File: config.mk
export PLATFORM = sky130hd
export DESIGN_NAME = frame_link
export DESIGN_NICKNAME = d
export VERILOG_FILES = /design/src/rtl/frame_link_pkg.sv /design/src/rtl/frame_gap_timer.sv /design/src/rtl/frame_rx.sv /design/src/rtl/frame_tx.sv /design/src/rtl/frame_link.sv
export SDC_FILE = /design/constraint.sdc
export NUM_CORES = 1
export LEC_CHECK = 0
export BUFFER_PORTS_ARGS = -buffer_cell sky130_fd_sc_hd__buf_2
export CAP_MARGIN = 5
export CORE_MARGIN = 2
export CORE_UTILIZATION = 48
export DETAILED_ROUTE_END_ITERATION = 10
export GPL_ROUTABILITY_DRIVEN = 1
export GPL_TIMING_DRIVEN = 0
export PLACE_DENSITY_LB_ADDON = 0.1
export SLEW_MARGIN = 20
export SYNTH_ARGS = -nofsm -noshare
export SYNTH_HDL_FRONTEND = slang
export SYNTH_HIERARCHICAL = 1
export SYNTH_SLANG_ARGS = --single-unit
File: constraint.sdc
create_clock -name clk -period 3.9 [get_ports clk]
set_clock_uncertainty 0.2 [all_clocks]
set_input_delay 0.78 -clock clk [delete_from_list [all_inputs] [get_ports clk]]
set_output_delay 0.78 -clock clk [all_outputs]
set_load 0.01 [all_outputs]
File: src/rtl/frame_link_pkg.sv
package frame_link_pkg;
  localparam logic [7:0] SOF_BYTE = 8'h01;

  typedef enum logic [3:0] {
    RX_HUNT, RX_IDH, RX_IDL, RX_LENH, RX_LENL, RX_TYPE, RX_HCK, RX_PAY, RX_PCK
  } rx_st_e;

  typedef enum logic [1:0] {
    TX_IDLE, TX_HDR, TX_PAY, TX_PCK
  } tx_st_e;
endpackage

File: src/rtl/frame_gap_timer.sv
module frame_gap_timer #(
  parameter int GAP_W = 16
) (
  input  logic             clk,
  input  logic             rst_n,
  input  logic             active,
  input  logic             seen,
  input  logic [GAP_W-1:0] limit,
  output logic             expire
);
  logic [GAP_W-1:0] idle_cnt;

  assign expire = active && !seen && (limit != '0) && (idle_cnt >= limit);

  always_ff @(posedge clk or negedge rst_n) begin
    if (!rst_n) idle_cnt <= '0;
    else if (!active || seen || limit == '0 || expire) idle_cnt <= '0;
    else idle_cnt <= idle_cnt + 1'b1;
  end
endmodule

File: src/rtl/frame_rx.sv
module frame_rx
  import frame_link_pkg::*;
#(
  parameter int MAX_LEN = 64
) (
  input  logic        clk,
  input  logic        rst_n,
  input  logic        abort,
  input  logic        in_valid,
  output logic        in_ready,
  input  logic [7:0]  in_data,
  output logic        pay_valid,
  input  logic        pay_ready,
  output logic [7:0]  pay_data,
  output logic        ok,
  output logic        err,
  output logic [15:0] f_id,
  output logic [15:0] f_len,
  output logic [7:0]  f_type,
  output logic        hunting
);
  localparam logic [15:0] LEN_LIMIT = 16'(MAX_LEN);

  rx_st_e      st;
  logic [7:0]  acc;
  logic [15:0] cnt;
  logic        take;

  assign in_ready  = (st == RX_PAY) ? pay_ready : 1'b1;
  assign pay_valid = (st == RX_PAY) && in_valid;
  assign pay_data  = in_data;
  assign take      = in_valid && in_ready;
  assign hunting   = (st == RX_HUNT);

  always_ff @(posedge clk or negedge rst_n) begin
    if (!rst_n) begin
      st <= RX_HUNT;
      acc <= '0;
      cnt <= '0;
      ok <= 1'b0;
      err <= 1'b0;
      f_id <= '0;
      f_len <= '0;
      f_type <= '0;
    end else begin
      ok <= 1'b0;
      err <= 1'b0;
      if (abort) begin
        st <= RX_HUNT;
      end else if (take) begin
        case (st)
          RX_HUNT: if (in_data == SOF_BYTE) begin
            acc <= SOF_BYTE;
            st <= RX_IDH;
          end
          RX_IDH: begin f_id[15:8] <= in_data; acc <= acc ^ in_data; st <= RX_IDL; end
          RX_IDL: begin f_id[7:0] <= in_data; acc <= acc ^ in_data; st <= RX_LENH; end
          RX_LENH: begin f_len[15:8] <= in_data; acc <= acc ^ in_data; st <= RX_LENL; end
          RX_LENL: begin f_len[7:0] <= in_data; acc <= acc ^ in_data; st <= RX_TYPE; end
          RX_TYPE: begin f_type <= in_data; acc <= acc ^ in_data; st <= RX_HCK; end
          RX_HCK: begin
            if (in_data == ~acc && f_len <= LEN_LIMIT) begin
              if (f_len == '0) begin
                ok <= 1'b1;
                st <= RX_HUNT;
              end else begin
                acc <= '0;
                cnt <= '0;
                st <= RX_PAY;
              end
            end else begin
              err <= 1'b1;
              st <= RX_HUNT;
            end
          end
          RX_PAY: begin
            acc <= acc ^ in_data;
            cnt <= cnt + 16'd1;
            if (cnt == f_len - 16'd1) st <= RX_PCK;
          end
          RX_PCK: begin
            if (in_data == ~acc) ok <= 1'b1;
            else err <= 1'b1;
            st <= RX_HUNT;
          end
          default: st <= RX_HUNT;
        endcase
      end
    end
  end
endmodule

File: src/rtl/frame_tx.sv
module frame_tx
  import frame_link_pkg::*;
#(
  parameter logic PEER_BIT = 1'b0
) (
  input  logic        clk,
  input  logic        rst_n,
  input  logic        req_valid,
  output logic        req_ready,
  input  logic [7:0]  req_type,
  input  logic [15:0] req_len,
  input  logic        req_reply,
  input  logic [15:0] req_id,
  output logic [15:0] tx_id,
  input  logic        txp_valid,
  output logic        txp_ready,
  input  logic [7:0]  txp_data,
  output logic        out_valid,
  input  logic        out_ready,
  output logic [7:0]  out_data
);
  tx_st_e      st;
  logic [2:0]  idx;
  logic [7:0]  acc;
  logic [7:0]  typ;
  logic [7:0]  hdr_byte;
  logic [15:0] len;
  logic [15:0] cnt;
  logic [14:0] seq;
  logic        fire;

  always_comb begin
    case (idx)
      3'd0: hdr_byte = SOF_BYTE;
      3'd1: hdr_byte = tx_id[15:8];
      3'd2: hdr_byte = tx_id[7:0];
      3'd3: hdr_byte = len[15:8];
      3'd4: hdr_byte = len[7:0];
      3'd5: hdr_byte = typ;
      default: hdr_byte = ~acc;
    endcase
  end

  assign req_ready = (st == TX_IDLE);
  assign txp_ready = (st == TX_PAY) && out_ready;
  assign out_valid = (st == TX_HDR) || (st == TX_PCK) || ((st == TX_PAY) && txp_valid);
  assign out_data  = (st == TX_PAY) ? txp_data : (st == TX_PCK) ? ~acc : hdr_byte;
  assign fire      = out_valid && out_ready;

  always_ff @(posedge clk or negedge rst_n) begin
    if (!rst_n) begin
      st <= TX_IDLE;
      idx <= '0;
      acc <= '0;
      typ <= '0;
      len <= '0;
      cnt <= '0;
      seq <= '0;
      tx_id <= '0;
    end else begin
      case (st)
        TX_IDLE: if (req_valid) begin
          len <= req_len;
          typ <= req_type;
          idx <= '0;
          acc <= '0;
          if (req_reply) tx_id <= req_id;
          else begin
            tx_id <= {PEER_BIT, seq};
            seq <= seq + 15'd1;
          end
          st <= TX_HDR;
        end
        TX_HDR: if (fire) begin
          idx <= idx + 3'd1;
          if (idx == 3'd6) begin
            acc <= '0;
            cnt <= '0;
            st <= (len == '0) ? TX_IDLE : TX_PAY;
          end else begin
            acc <= acc ^ out_data;
          end
        end
        TX_PAY: if (fire) begin
          acc <= acc ^ out_data;
          cnt <= cnt + 16'd1;
          if (cnt == len - 16'd1) st <= TX_PCK;
        end
        TX_PCK: if (fire) st <= TX_IDLE;
        default: st <= TX_IDLE;
      endcase
    end
  end
endmodule

File: src/rtl/frame_link.sv
module frame_link #(
  parameter int   MAX_LEN  = 64,
  parameter int   GAP_W    = 16,
  parameter logic PEER_BIT = 1'b0
) (
  input  logic             clk,
  input  logic             rst_n,
  input  logic [GAP_W-1:0] gap_limit,
  input  logic             rx_valid,
  output logic             rx_ready,
  input  logic [7:0]       rx_data,
  output logic             pay_valid,
  input  logic             pay_ready,
  output logic [7:0]       pay_data,
  output logic             frm_ok,
  output logic             frm_err,
  output logic [15:0]      frm_id,
  output logic [15:0]      frm_len,
  output logic [7:0]       frm_type,
  input  logic             req_valid,
  output logic             req_ready,
  input  logic [7:0]       req_type,
  input  logic [15:0]      req_len,
  input  logic             req_reply,
  input  logic [15:0]      req_id,
  output logic [15:0]      tx_id,
  input  logic             txp_valid,
  output logic             txp_ready,
  input  logic [7:0]       txp_data,
  output logic             out_valid,
  input  logic             out_ready,
  output logic [7:0]       out_data
);
  logic hunting;
  logic gap_abort;

  frame_gap_timer #(.GAP_W(GAP_W)) u_gap (
    .clk(clk), .rst_n(rst_n), .active(!hunting), .seen(rx_valid),
    .limit(gap_limit), .expire(gap_abort)
  );

  frame_rx #(.MAX_LEN(MAX_LEN)) u_rx (
    .clk(clk), .rst_n(rst_n), .abort(gap_abort),
    .in_valid(rx_valid), .in_ready(rx_ready), .in_data(rx_data),
    .pay_valid(pay_valid), .pay_ready(pay_ready), .pay_data(pay_data),
    .ok(frm_ok), .err(frm_err), .f_id(frm_id), .f_len(frm_len),
    .f_type(frm_type), .hunting(hunting)
  );

  frame_tx #(.PEER_BIT(PEER_BIT)) u_tx (
    .clk(clk), .rst_n(rst_n),
    .req_valid(req_valid), .req_ready(req_ready), .req_type(req_type),
    .req_len(req_len), .req_reply(req_reply), .req_id(req_id), .tx_id(tx_id),
    .txp_valid(txp_valid), .txp_ready(txp_ready), .txp_data(txp_data),
    .out_valid(out_valid), .out_ready(out_ready), .out_data(out_data)
  );
endmodule

# Word-level counts from Yosys, hierarchy flattened
# Cells that the tools add are included.
[op_classes]
addsub = 7
magnitude_cmp = 2
eq_ne = 32
n_mux = 51
bitwise = 6
reduce_logical = 44
[op_table]
columns = ["cell", "count"]
rows = [
  ["$mux 16", 7],
  ["$mux 8", 9],
  ["$pmux 16 s2", 2],
  ["$add 16x1->16 const B", 3],
  ["$logic_not 16->1", 3],
  ["$pmux 8 s3", 2],
  ["$pmux 8 s6", 1],
  ["$eq 16x16->1", 2],
  ["$pmux 4 s8", 1],
  ["$sub 16x1->16 const B", 2],
  ["$reduce_and 3->1", 8],
  ["$eq 4x3->1 const B", 4],
  ["$ge 16x16->1", 1],
  ["$le 16x7->1 const B", 1],
  ["$mux 4", 4],
  ["$not 8->8", 2],
  ["$reduce_bool 16->1", 1],
  ["$xor 8x8->8", 2],
  ["$add 15x1->15 const B", 1],
  ["$mux 2", 7],
  ["$mux 3", 4],
  ["$reduce_and 6->1", 2],
  ["$mux 1", 10],
  ["$ne 2x1->1 const B", 5],
  ["other kinds (30)", 58],
]
[word_totals]
reg_bits = 170
in_bits = 80
out_inout_bits = 79
word_cells = 161

# Logic depth before layout (Yosys ltp)
[depth]
word_depth = 8
ltp_mapped = 15
mapped_depth_nobuf = 12

# Cells and area by module
# The synthesis kept the hierarchy.
[by_module_without_submodules]
columns = ["module", "n_inst", "cells_per_inst", "area_each_um2", "seq_area_each_um2"]
rows = [
  ["frame_tx", 1, 513, 4932.2, 2102.0],
  ["frame_rx", 1, 420, 4192.8, 1751.7],
  ["frame_gap_timer", 1, 138, 1249.9, 400.4],
  ["frame_link", 1, 1, 3.8, 0.0],
]

# Worst setup path before layout
# Ideal clock, no wire load.
[synth_timing]
path_kind = "input port to flip-flop"
from = "in gap_limit[6]"
to = "reg u_rx.cnt[1]"
setup_ns = 0.125
arrival_time_ns = 3.779
t_required_ns = 3.575
path_slack_ns = -0.204
stages = 13
n_path_buf = 2
cell_sequence = "inv_1 -> ha_1 -> and3_1 -> a221o_1 -> o2bb2ai_1 -> o31a_1 -> clkbuf_1 -> nand2b_1 -> or3_1 -> or4_1 -> buf_6 -> nand2_1 -> mux2_2"
[synth_via]
elab_chain_len = 5
word_cells_on_any_way = 6
cone_classes = "1 x order compare; 1 x bitwise; 4 x reduce/logical"
[synth_rtl]
columns = ["item", "line_no", "source"]
rows = [
  ["start: declaration", "frame_link.sv:8", "input logic [GAP_W-1:0] gap_limit,"],
  ["branches (longest 2 deep; another with $ge 16x16->1)", "-", ""],
  ["$logic_and 1x1->1 *", "frame_gap_timer.sv:13", "assign expire = active && !seen && (limit != '0) && (idle_cnt >= limit);"],
  ["net gap_abort", "frame_link.sv:35", "logic gap_abort;"],
  ["$not 1->1 (no source line) *", "-", ""],
  ["$reduce_and 5->1 (no source line) *", "-", ""],
  ["end signal: assignment", "frame_rx.sv:78", "cnt <= cnt + 16'd1;"],
  ["end: declaration", "frame_rx.sv:26", "logic [15:0] cnt;"],
]
# Mark *: on every way through the listed nets, which the timed path passes.
# A chain may end at the register's enable or synchronous reset.

# Worst setup path in the final report
[layout_timing]
from = "in gap_limit[6]"
to = "reg u_rx.cnt[3]"
# The elaborated chain is that of the path after synthesis.

==> results.md <==
* Outcome: complete, no violations
* Asr flop ratio synth at 1.00
* P_leak at 5.69 nW
* Final Net Count at 1355
* Top cells by area, synth: dfrtp_1, mux2_2, xnor2_1
* Htree depth at 4
* Post-synthesis cell count at 1072
* Max FO, Critical Path at 10
* CP arrival at 3.85 ns
* Number of port buffers at 150
* Final hold vios at 0
* DP Worst Slack at -0.363 ns
* HPWL Detailed at 19900 um
* Die width at 151 um
* Placed Cells at 1498
* DRT iter0 DRCs at 594
* Slew HR at 0.236
* CP required at 4.00 ns
* Fin crit period at 3.76 ns
* Yosys cell types at 82
* Slew Viols, Final at 0
* CTS root buf: clkbuf_16
* Total number of vias at 8685
* WL per Instance at 17.8 um
* Final worst slack at 0.144 ns
* Pin count of the biggest net entering global routing at 89
* Synth Register Bits at 170
* Worst Max-Slew Pin Slew at 1.14 ns
* Residual DRC at 0
* Most common cell after layout, fill and taps aside: dfrtp_1
* Fin crit share at 0.963
* Max_cap viols at 0
* Max Root-Sink Buffers at 2
* Worst setup SP type: primary input
* Die ar. at 0.0228 mm2
* Seq/Total Area, Yosys at 0.410
* Num CTS Buffers at 17
* Initial antenna violation count at 1
* Synthesized cell area at 0.0104 mm2
* Post-synth top flop: dfrtp_1
* Final Non-Filler Cells at 1532
* Gr usage total at 0.245
* Synthesized net count at 1184
* Core area at 0.0212 mm2
* Syn Area/Cell at 9.68 um2
* Clk slew on worst S/H paths at 0.07 ns
* Hold_buf cts at 0
* Number of synthesized flops with an enable pin at 0
* Clock latency on the worst-skew pair at 0.44 ns
* Total wire length at 27300 um
* Initial Utilization at 0.491
* Yosys warnings at 6
* DR pass1 iterations at 5
* Peak VDD IR at 0.000261 V
* Final Setup Violations at 0
* Most frequent cells in the layout: dfrtp_1, buf_2, nand2_1
* Vias/cell at 5.67
* DRT antenna net count at 0
* WS Path Type: in2reg
* CTS tree: built
* Vias in the first global route at 8159
* Clock sink total at 170
* Worst Hold Class: in2async
* CP Capture Type: flip-flop
* Grt ovf at 0
* Power Density at 542 mW/mm2
* First-pass GRT wire length at 43700 um
* RSZ-0062 raised after global routing: no
* Std cell rows at 53
* DIE HEIGHT at 151 um
* Gpl congestion at 0.843
* Fmax achieved at 266 MHz
* Io pins at 159
* Yosys top cell by area: dfrtp_1
* Synthesis-to-layout area growth at 17.9%
* Ratio of cells with drive above 1 in the final layout at 0.246
* Top cell type's share of synthesized area at 0.410
cell type report:
cell class	instances	area [um2]
diodes	1	2.50
plain buffers	66	325
clock buffers	17	425
clock inverters	15	191
fillers	1895	8920
inverters	50	188
multi-input cells	784	5690
flip-flops and latches	170	4260
well taps	275	344
repair buffers	154	811
path summary, 6_finish.rpt:
kind	from	end	slack, ns	cells after the start
max	gap_limit[6]	u_rx/cnt[3]$_DFFE_PN0P_	0.14	15
min	rst_n	u_tx/idx[0]$_DFFE_PN0P_	0.1	1
max reg2reg	u_gap/idle_cnt[5]$_DFF_PN0_	u_rx/cnt[3]$_DFFE_PN0P_	0.16	13
min reg2reg	u_tx/seq[14]$_DFFE_PN0P_	u_tx/seq[14]$_DFFE_PN0P_	0.28	1
max in group asynchronous	rst_n	u_rx/f_type[3]$_DFFE_PN0P_	2.53	2
min in group clk	u_tx/seq[14]$_DFFE_PN0P_	u_tx/seq[14]$_DFFE_PN0P_	0.28	1
per-layer routing:
layer | vias to the layer above | part of all wire | GRT usage
met1 | 4218 | 0.49 | 0.363
met5 | - | 0 | 0
met3 | 24 | 0.054 | 0.0449
li1 | 4208 | - | -
met4 | 0 | 0.012 | 0.0640
met2 | 235 | 0.45 | 0.369
where the power goes:
group | internal [mW] | switching, mW | total [mW]
logic | 1.04 | 1.34 | 2.38
clock network | 0.880 | 0.861 | 1.74
registers | 2.10 | 0.415 | 2.51
total | 4.02 | 2.62 | 6.64
cells by family (layout without fill, tap and decap cells):
| group | after synthesis | after routing | share of synthesized area |
|---|---|---|---|
| and+or+nand+nor | 380 | 380 | 0.198 |
| AOI/OAI and AO/OA | 179 | 179 | 0.120 |
| DFF | 170 | 170 | 0.410 |
| buffers and inverters | 118 | 302 | 0.0491 |
| muxes | 106 | 106 | 0.110 |
| xor gates and xnor gates | 87 | 87 | 0.0749 |
| adders and majority gates | 32 | 32 | 0.0386 |
| other | 0 | 1 | 0 |
synth_stat cells (10+ instances only):
cell and number:
nor3_1 25, inv_1 50, nor2_1 62, or4_1 10, or3_1 17, ha_1 32
nor4_1 34, dfrtp_1 170, o21ai_0 49, o31ai_1 11, nand3_1 45, mux2_2 67
clkbuf_1 50, nand4_1 16, a21oi_1 22, nand3b_1 11, nand2b_1 15, xor2_1 28
mux2i_1 39, and3_1 13, nand2_1 89, xnor2_1 58
critical path, stage by stage:
cell and delay, ns:
buf_2 0.09, inv_2 0.03, ha_1 0.27, and3_1 0.17
a221o_1 0.36, o2bb2ai_4 0.18, o31a_1 0.30, clkbuf_8 0.17
nand2b_4 0.16, or3_1 0.35, or4_1 0.45, buf_6 0.17
buf_12 0.15, a21oi_2 0.12, mux2i_1 0.08
repair_timing:
| item | CTS | global route |
|---|---|---|
| endpoints found under the setup margin | 8 | 20 |
| resized for setup | 2 | 6 |
| buffers inserted | 0 | 3 |
| pin swaps | 0 | 1 |
state kept, by name, indices dropped and copies added (netlist names), named ones only:
register        flops
u_tx/idx            3
u_tx/typ            8
u_rx/ok             1
u_rx/st             4
u_rx/acc            8
u_rx/f_len         16
u_rx/cnt           16
u_tx/seq           15
u_rx/f_id          16
u_tx/st             1
u_rx/f_type         8
u_gap/idle_cnt     16
u_tx/acc            8
u_tx/tx_id         16
u_tx/cnt           16
u_tx/len           16
u_rx/err            1
per-stage QoR:
stage          instance area, um2  setup TNS (ns)  power, mW   util  hold WS [ns]
5_1_grt                     12200               0       7.08  0.578         0.201
6_report                    12200               0       6.64  0.578        0.0972
3_5_place_dp                11600           -5.91       4.89  0.547         0.274
4_1_cts                     12200               0       6.67  0.576         0.168
3_3_place_gp                11500         -166.19       4.84  0.545         0.260
2_1_floorplan               10400               0       4.09      -         0.245
Note: power is estimated with default switching activity, not from simulation.
